==> src/rtl/imm_exp_pkg.sv <==
package imm_exp_pkg;

    localparam int WORD_W      = 32;
    localparam int BYTE_W      = 8;
    localparam int LANES       = WORD_W / BYTE_W;
    localparam int FIELD_W     = 12;
    localparam int NROT_FLD_W  = 4;
    localparam int ROT_AMT_W   = $clog2(WORD_W);
    localparam int WIDE_TOP_BIT = 26;
    localparam int WIDE_MID_LSB = 12;
    localparam int WIDE_MID_W   = 3;
    localparam int LEAD_W      = BYTE_W - 1;

    typedef enum logic {
        ENC_ROT8 = 1'b0,
        ENC_WIDE = 1'b1
    } enc_mode_e;

    typedef struct packed {
        logic [WORD_W-1:0] value;
        logic              carry;
        logic              unpred;
    } imm_result_t;

    // Which byte lanes carry the byte for a replication pattern.
    function automatic logic [LANES-1:0] repl_lane_mask(input logic [1:0] pat);
        logic [LANES-1:0] m;
        for (int k = 0; k < LANES; k++) begin
            unique case (pat)
                2'd0:    m[k] = (k == 0);
                2'd1:    m[k] = (k % 2 == 0);
                2'd2:    m[k] = (k % 2 == 1);
                default: m[k] = 1'b1;
            endcase
        end
        return m;
    endfunction

endpackage

==> src/rtl/imm_rotr.sv <==
module imm_rotr #(
    parameter int W     = 32,
    parameter int AMT_W = 5
) (
    input  logic [W-1:0]     din,
    input  logic [AMT_W-1:0] amt,
    output logic [W-1:0]     dout
);
    logic [W-1:0] stage [0:AMT_W];

    assign stage[0] = din;

    // Logarithmic barrel: stage s rotates right by 2**s when amt[s] is set.
    for (genvar s = 0; s < AMT_W; s++) begin : g_stage
        localparam int SH = 1 << s;
        assign stage[s+1] = amt[s] ? {stage[s][SH-1:0], stage[s][W-1:SH]}
                                   : stage[s];
    end

    assign dout = stage[AMT_W];
endmodule

==> src/rtl/imm_rot8_dec.sv <==
module imm_rot8_dec
    import imm_exp_pkg::*;
(
    input  logic [FIELD_W-1:0] field,
    input  logic               carry_in,
    output imm_result_t        res
);
    logic [ROT_AMT_W-1:0] amt;
    logic [WORD_W-1:0]    rotated;

    // Rotate amount is the 4-bit field doubled.
    assign amt = {field[BYTE_W +: NROT_FLD_W], 1'b0};

    imm_rotr #(.W(WORD_W), .AMT_W(ROT_AMT_W)) u_rot (
        .din  ({{(WORD_W-BYTE_W){1'b0}}, field[BYTE_W-1:0]}),
        .amt  (amt),
        .dout (rotated)
    );

    always_comb begin
        res.value  = rotated;
        res.carry  = (amt == '0) ? carry_in : rotated[WORD_W-1];
        res.unpred = 1'b0;
    end
endmodule

==> src/rtl/imm_wide_dec.sv <==
module imm_wide_dec
    import imm_exp_pkg::*;
(
    input  logic [FIELD_W-1:0] field,
    input  logic               carry_in,
    output imm_result_t        res
);
    logic [BYTE_W-1:0]    byte_v;
    logic [1:0]           pat;
    logic                 is_repl;
    logic [LANES-1:0]     lane_on;
    logic [WORD_W-1:0]    repl_value;
    logic [WORD_W-1:0]    rot_value;
    logic [ROT_AMT_W-1:0] rot_amt;

    assign byte_v  = field[BYTE_W-1:0];
    assign pat     = field[BYTE_W +: 2];
    assign is_repl = (field[FIELD_W-1 -: 2] == 2'b00);
    assign lane_on = repl_lane_mask(pat);
    assign rot_amt = field[FIELD_W-1 -: ROT_AMT_W];

    for (genvar k = 0; k < LANES; k++) begin : g_lane
        assign repl_value[k*BYTE_W +: BYTE_W] = lane_on[k] ? byte_v : '0;
    end

    imm_rotr #(.W(WORD_W), .AMT_W(ROT_AMT_W)) u_rot (
        .din  ({{(WORD_W-BYTE_W){1'b0}}, 1'b1, field[LEAD_W-1:0]}),
        .amt  (rot_amt),
        .dout (rot_value)
    );

    always_comb begin
        if (is_repl) begin
            res.value  = repl_value;
            res.carry  = carry_in;
            res.unpred = (pat != 2'd0) && (byte_v == '0);
        end else begin
            res.value  = rot_value;
            res.carry  = rot_value[WORD_W-1];
            res.unpred = 1'b0;
        end
    end
endmodule

==> src/rtl/imm_const_expander.sv <==
module imm_const_expander
    import imm_exp_pkg::*;
(
    input  logic              clk,
    input  logic              rst,
    input  logic              in_valid,
    input  logic [WORD_W-1:0] instr,
    input  logic              mode,
    input  logic              carry_in,
    output logic              out_valid,
    output logic [WORD_W-1:0] imm_out,
    output logic              carry_out,
    output logic              unpredictable
);
    enc_mode_e          sel;
    logic [FIELD_W-1:0] narrow_field;
    logic [FIELD_W-1:0] wide_field;
    imm_result_t        narrow_res;
    imm_result_t        wide_res;
    imm_result_t        next_res;
    imm_result_t        res_q;
    logic               valid_q;
    logic               unused_instr_bits;

    assign sel          = enc_mode_e'(mode);
    assign narrow_field = instr[FIELD_W-1:0];
    assign wide_field   = {instr[WIDE_TOP_BIT],
                           instr[WIDE_MID_LSB +: WIDE_MID_W],
                           instr[BYTE_W-1:0]};
    assign unused_instr_bits = ^{instr[WORD_W-1:WIDE_TOP_BIT+1],
                                 instr[WIDE_TOP_BIT-1:WIDE_MID_LSB+WIDE_MID_W]};

    imm_rot8_dec u_narrow (
        .field    (narrow_field),
        .carry_in (carry_in),
        .res      (narrow_res)
    );

    imm_wide_dec u_wide (
        .field    (wide_field),
        .carry_in (carry_in),
        .res      (wide_res)
    );

    assign next_res = (sel == ENC_WIDE) ? wide_res : narrow_res;

    always_ff @(posedge clk) begin
        if (rst) begin
            valid_q <= 1'b0;
            res_q   <= '0;
        end else begin
            valid_q <= in_valid;
            if (in_valid) begin
                res_q <= next_res;
            end
        end
    end

    assign out_valid     = valid_q;
    assign imm_out       = res_q.value;
    assign carry_out     = res_q.carry;
    assign unpredictable = res_q.unpred;

    AST_VALID_FOLLOWS: assert property (@(posedge clk) disable iff (rst)
        in_valid |=> out_valid);
    AST_IDLE_HOLD: assert property (@(posedge clk) disable iff (rst)
        !in_valid |=> (!out_valid && $stable(imm_out) && $stable(carry_out)
                       && $stable(unpredictable)));
    AST_NARROW_POP: assert property (@(posedge clk) disable iff (rst)
        (in_valid && !mode) |=>
            ($countones(imm_out) == $countones($past(instr[BYTE_W-1:0]))));
    AST_NARROW_ZERO_CARRY: assert property (@(posedge clk) disable iff (rst)
        (in_valid && !mode && instr[BYTE_W +: NROT_FLD_W] == '0) |=>
            (carry_out == $past(carry_in)));
    AST_NARROW_MSB_CARRY: assert property (@(posedge clk) disable iff (rst)
        (in_valid && !mode && instr[BYTE_W +: NROT_FLD_W] != '0) |=>
            (carry_out == imm_out[WORD_W-1]));
    AST_REPL_CARRY: assert property (@(posedge clk) disable iff (rst)
        (in_valid && mode && !instr[WIDE_TOP_BIT]
                  && !instr[WIDE_MID_LSB+WIDE_MID_W-1]) |=>
            (carry_out == $past(carry_in)));
    AST_LEAD_ONE_POP: assert property (@(posedge clk) disable iff (rst)
        (in_valid && mode && (instr[WIDE_TOP_BIT]
                  || instr[WIDE_MID_LSB+WIDE_MID_W-1])) |=>
            ($countones(imm_out) == $countones($past(instr[LEAD_W-1:0])) + 1));
    AST_FLAG_NARROW_CLEAR: assert property (@(posedge clk) disable iff (rst)
        (in_valid && !mode) |=> !unpredictable);
endmodule

==> config.mk <==
export PLATFORM = sky130hd
export DESIGN_NAME = imm_const_expander
export DESIGN_NICKNAME = d
export VERILOG_FILES = /design/src/rtl/imm_exp_pkg.sv /design/src/rtl/imm_rotr.sv /design/src/rtl/imm_rot8_dec.sv /design/src/rtl/imm_wide_dec.sv /design/src/rtl/imm_const_expander.sv
export SDC_FILE = /design/constraint.sdc
export NUM_CORES = 1
export LEC_CHECK = 0
export BUFFER_PORTS_ARGS = -buffer_cell sky130_fd_sc_hd__buf_2
export CORE_MARGIN = 10
export CORE_UTILIZATION = 55
export CTS_CLUSTER_DIAMETER = 200
export DETAILED_ROUTE_END_ITERATION = 16
export GPL_TIMING_DRIVEN = 0
export HOLD_SLACK_MARGIN = 0.06
export PLACE_DENSITY = 0.79
export SYNTH_ARGS = -nofsm -noshare
export SYNTH_HDL_FRONTEND = slang
export SYNTH_HIERARCHICAL = 1
export SYNTH_SLANG_ARGS = --single-unit
==> constraint.sdc <==
create_clock -name clk -period 2.3 [get_ports clk]
set_input_delay 0.345 -clock clk [delete_from_list [all_inputs] [get_ports clk]]
set_output_delay 0.345 -clock clk [all_outputs]
set_load 0.005 [all_outputs]
==> flow_summary_export.csv <==
group,metric,value,unit
drt,via_count,5293,
critical_path,critPathArrivalTime,2.47,ns
global_route,overflow,0,
global_route,grt_antenna_before_repair,0,
clock_network,cts.reportedPaths.clkPinSlew,0.08,ns
drt,routed_via_density,5.95,
power,total_leakage_power,0.00329,uW
finish,n_antenna_cell,0,
global_route,grt_pass1_vias,5161,
power,power.share.sequential,0.221,
placed_design,dp_hpwl,14700,um
critical_path,crit_fanout,13,
synthesis,netlist_instances,475,
power,peak_supply_drop,618,uV
synthesis,yosys_warnings,6,
finish,most_common_cell_after_layout_fill_and_taps_aside,"sky130_fd_sc_hd__conb_1",
critical_path,critical-path-slowest-cell,"sky130_fd_sc_hd__mux4_2",
synthesis,ys_top_cells_by_area,"sky130_fd_sc_hd__mux4_2, sky130_fd_sc_hd__mux2_2, sky130_fd_sc_hd__dfxtp_1, sky130_fd_sc_hd__mux2i_1, sky130_fd_sc_hd__a211oi_1",
timing,fin_ws,0.00305,ns
power,fraction_of_power_spent_switching_nets,0.363,
clock_network,number_of_buffers_added_by_the_clock_tree_synthesis_step,5,
timing,finClkSkew,0,ns
timing,report.final.setup_viol,0,
finish,drive_above_1_share,0.447,
timing,final.setup.tns,0,ns
drt,totalWireLength,18600,um
critical_path,timing.critical_path.from_type,"input pin",
drt,detail_route.iter0.violations,470,
synthesis,ys_async_sr_fraction,0,
floorplan,placement_rows,38,
placed_design,post_dp_cell_area,7300,um2
critical_path,critPathKind,"input pin to flip-flop",
timing,slew_viol_final,0,
timing,rsz0062_at_grt,"true",
global_route,maximum_number_of_pins_on_one_net_before_global_route_repair,15,
synthesis,number_of_enable_flip_flop_cells_after_synthesis,0,
critical_path,path_cells,"buf_2, mux4_2, mux4_2, mux2_4, a22o_1, mux2i_1, a211oi_1",
floorplan,core_area,10800,um2
floorplan,start_util,0.560,
timing,final_hold_violation_count,0,
power,pwr-share-comb,0.593,
critical_path,slowest_delay,0.53,ns
drt,drt_pass1_iterations,5,
placed_design,gp_routability_congestion,1.00,
synthesis,post_synth.cell_area_avg,12.7,um2
synthesis,yosys.cell_types.count,27,
synthesis,syn_area,6050,um2
timing,worstMarginPinSlew,0.679,ns
floorplan,floorplan.die.height,125,um
min_path,worst_hold_path_type,"input pin to flip-flop",
finish,layoutNonFillerInstCount,890,
finish,num-nets-final,786,
synthesis,synth_flop_cell,"sky130_fd_sc_hd__dfxtp_1",
clock_network,cts-htree-levels,2,
drt,route.antenna.remaining_nets,0,
synthesis,synth-seq-cells,35,
run,timing.max_cap.violations,0,
critical_path,cp.buffers_inverters,1,
placed_design,numPlacedInstances,859,
clock_network,tritoncts_num_sinks,35,
clock_network,tritoncts,"yes",
drt,routed_wl_per_cell,20.9,um
power,pwr-share-clk,0.186,
timing,min_period,2.30,ns
global_route,grt_pass1_wl,28800,um
finish,post-route-cell-area,7730,um2
critical_path,timing.critical_path.mode_cell,"sky130_fd_sc_hd__mux4_2",
run_status,run_status,"completed",
critical_path,worst-endpoint-required,2.47,ns
power,powerDensity,406,nW/um2
drt,drt_drc_violations_left,0,
placed_design,buffer_ports.inserted,49,
timing,max-slew-margin-rel,0.547,
floorplan,die_x,125,um
clock_network,clock_latency_on_the_worst_skew_pair,0.29,ns
global_route,groute.usage.overall,0.229,
timing,final.period_utilization,0.999,
synthesis,synth-seq-area-share,0.116,
finish,area_growth_syn_to_layout,27.9,%
floorplan,io-pin-count,72,
synthesis,synth.largest_area_cell,"sky130_fd_sc_hd__mux4_2",
critical_path,critical_path.top_delay_family,"multiplexers",
timing,clock.fmax,435,MHz
critical_path,critical_path.endpoint_type,"flip-flop",
finish,mostFrequentLayoutCells,"sky130_fd_sc_hd__conb_1, sky130_fd_sc_hd__mux4_2, sky130_fd_sc_hd__buf_2",
synthesis,post-synth-top-area-fraction,0.469,
placed_design,placement.setup.worst_slack,-0.593,ns
power,internal_power,2000,uW
power,power.switching,1140,uW
clock_network,clockRootBuffer,"sky130_fd_sc_hd__clkbuf_8",
clock_network,ctsLongestPathBuffers,2,
floorplan,design.die.area,15600,um2
-- registers in the layout, indices dropped and copies added (netlist names) --
name	cells
unpredictable	1
carry_out	1
out_valid	1
imm_out	32
-- logic make-up after synthesis --
family / after synthesis / synth area share
other: 3 / 0.00186
multiplexers: 228 / 0.657
AND/OR/NAND/NOR: 51 / 0.0399
flip-flops: 35 / 0.116
buffers and inverters: 76 / 0.0883
AO/OA/AOI/OAI: 82 / 0.0968
-- routing by layer --
layer | global-route usage | share of wire | vias up
met3 | 0.0379 | 0.080 | 57
met5 | 0 | 0 | -
li1 | - | - | 2343
met1 | 0.294 | 0.40 | 2612
met2 | 0.369 | 0.47 | 281
met4 | 0.112 | 0.055 | 0
-- timing repair --
action	in CTS	in global routing
cloned	1	0
pin swaps	2	8
hold buffers	0	0
resized for setup	17	33
setup endpoints to repair	25	27
setup buffers	13	11
-- cell usage after synthesis (6+ instances only) --
| library cell | n |
|---|---|
| sky130_fd_sc_hd__a211oi_1 | 34 |
| sky130_fd_sc_hd__o21ai_0 | 24 |
| sky130_fd_sc_hd__nor2_1 | 35 |
| sky130_fd_sc_hd__mux2_2 | 65 |
| sky130_fd_sc_hd__o31ai_1 | 6 |
| sky130_fd_sc_hd__buf_6 | 14 |
| sky130_fd_sc_hd__clkbuf_1 | 23 |
| sky130_fd_sc_hd__nand2_1 | 8 |
| sky130_fd_sc_hd__buf_12 | 7 |
| sky130_fd_sc_hd__mux4_2 | 126 |
| sky130_fd_sc_hd__inv_1 | 8 |
| sky130_fd_sc_hd__a22o_1 | 16 |
| sky130_fd_sc_hd__buf_2 | 18 |
| sky130_fd_sc_hd__mux2i_1 | 34 |
| sky130_fd_sc_hd__dfxtp_1 | 35 |
-- path summary, 6_finish.rpt --
kind         slack [ns]                       end  depth (start not counted)                      from
max               0.003  imm_out[11]$_SDFFE_PP0P_                          7                  instr[4]
min                0.40      out_valid$_SDFF_PP0_                          2                       rst
max reg2reg        1.61   imm_out[7]$_SDFFE_PP0P_                          2   imm_out[7]$_SDFFE_PP0P_
min reg2reg        0.49  imm_out[31]$_SDFFE_PP0P_                          2  imm_out[31]$_SDFFE_PP0P_
-- power by group through the flow --
stage               Sequential [uW]  Combinational (uW)  Clock (uW)
floorplan                       712                1270           0
global placement                704                1670           0
finish                          693                1860         585
detailed placement              705                1690           0
global route                    700                1980         608
CTS                             692                1740         585
-- area by class of cell --
type | instances | area [um2]
Inverter | 8 | 30.0
Timing Repair Buffer | 74 | 503
Sequential cell | 35 | 701
Clock buffer | 6 | 82.6
Tap cell | 140 | 175
Fill cell | 795 | 3060
Clock inverter | 2 | 35.0
Buffer | 66 | 553
Multi-Input combinational cell | 559 | 5650
-- worst reg2reg max path, cell delays in order, from the launching register on --
cell and delay (ns):
sky130_fd_sc_hd__dfxtp_1 0.33, sky130_fd_sc_hd__nor2_1 0.05, sky130_fd_sc_hd__a211oi_1 0.23
-- per-stage QoR --
stage | hold WS, ns | total power (uW) | utilization
4_1_cts | 0.391 | 3010 | 0.703
6_report | 0.395 | 3140 | 0.716
2_1_floorplan | 0.478 | 1980 | -
3_5_place_dp | 0.479 | 2390 | 0.676
5_1_grt | 0.415 | 3290 | 0.716
3_3_place_gp | 0.475 | 2370 | 0.676
No activity file was read; power rests on OpenSTA's default activity.
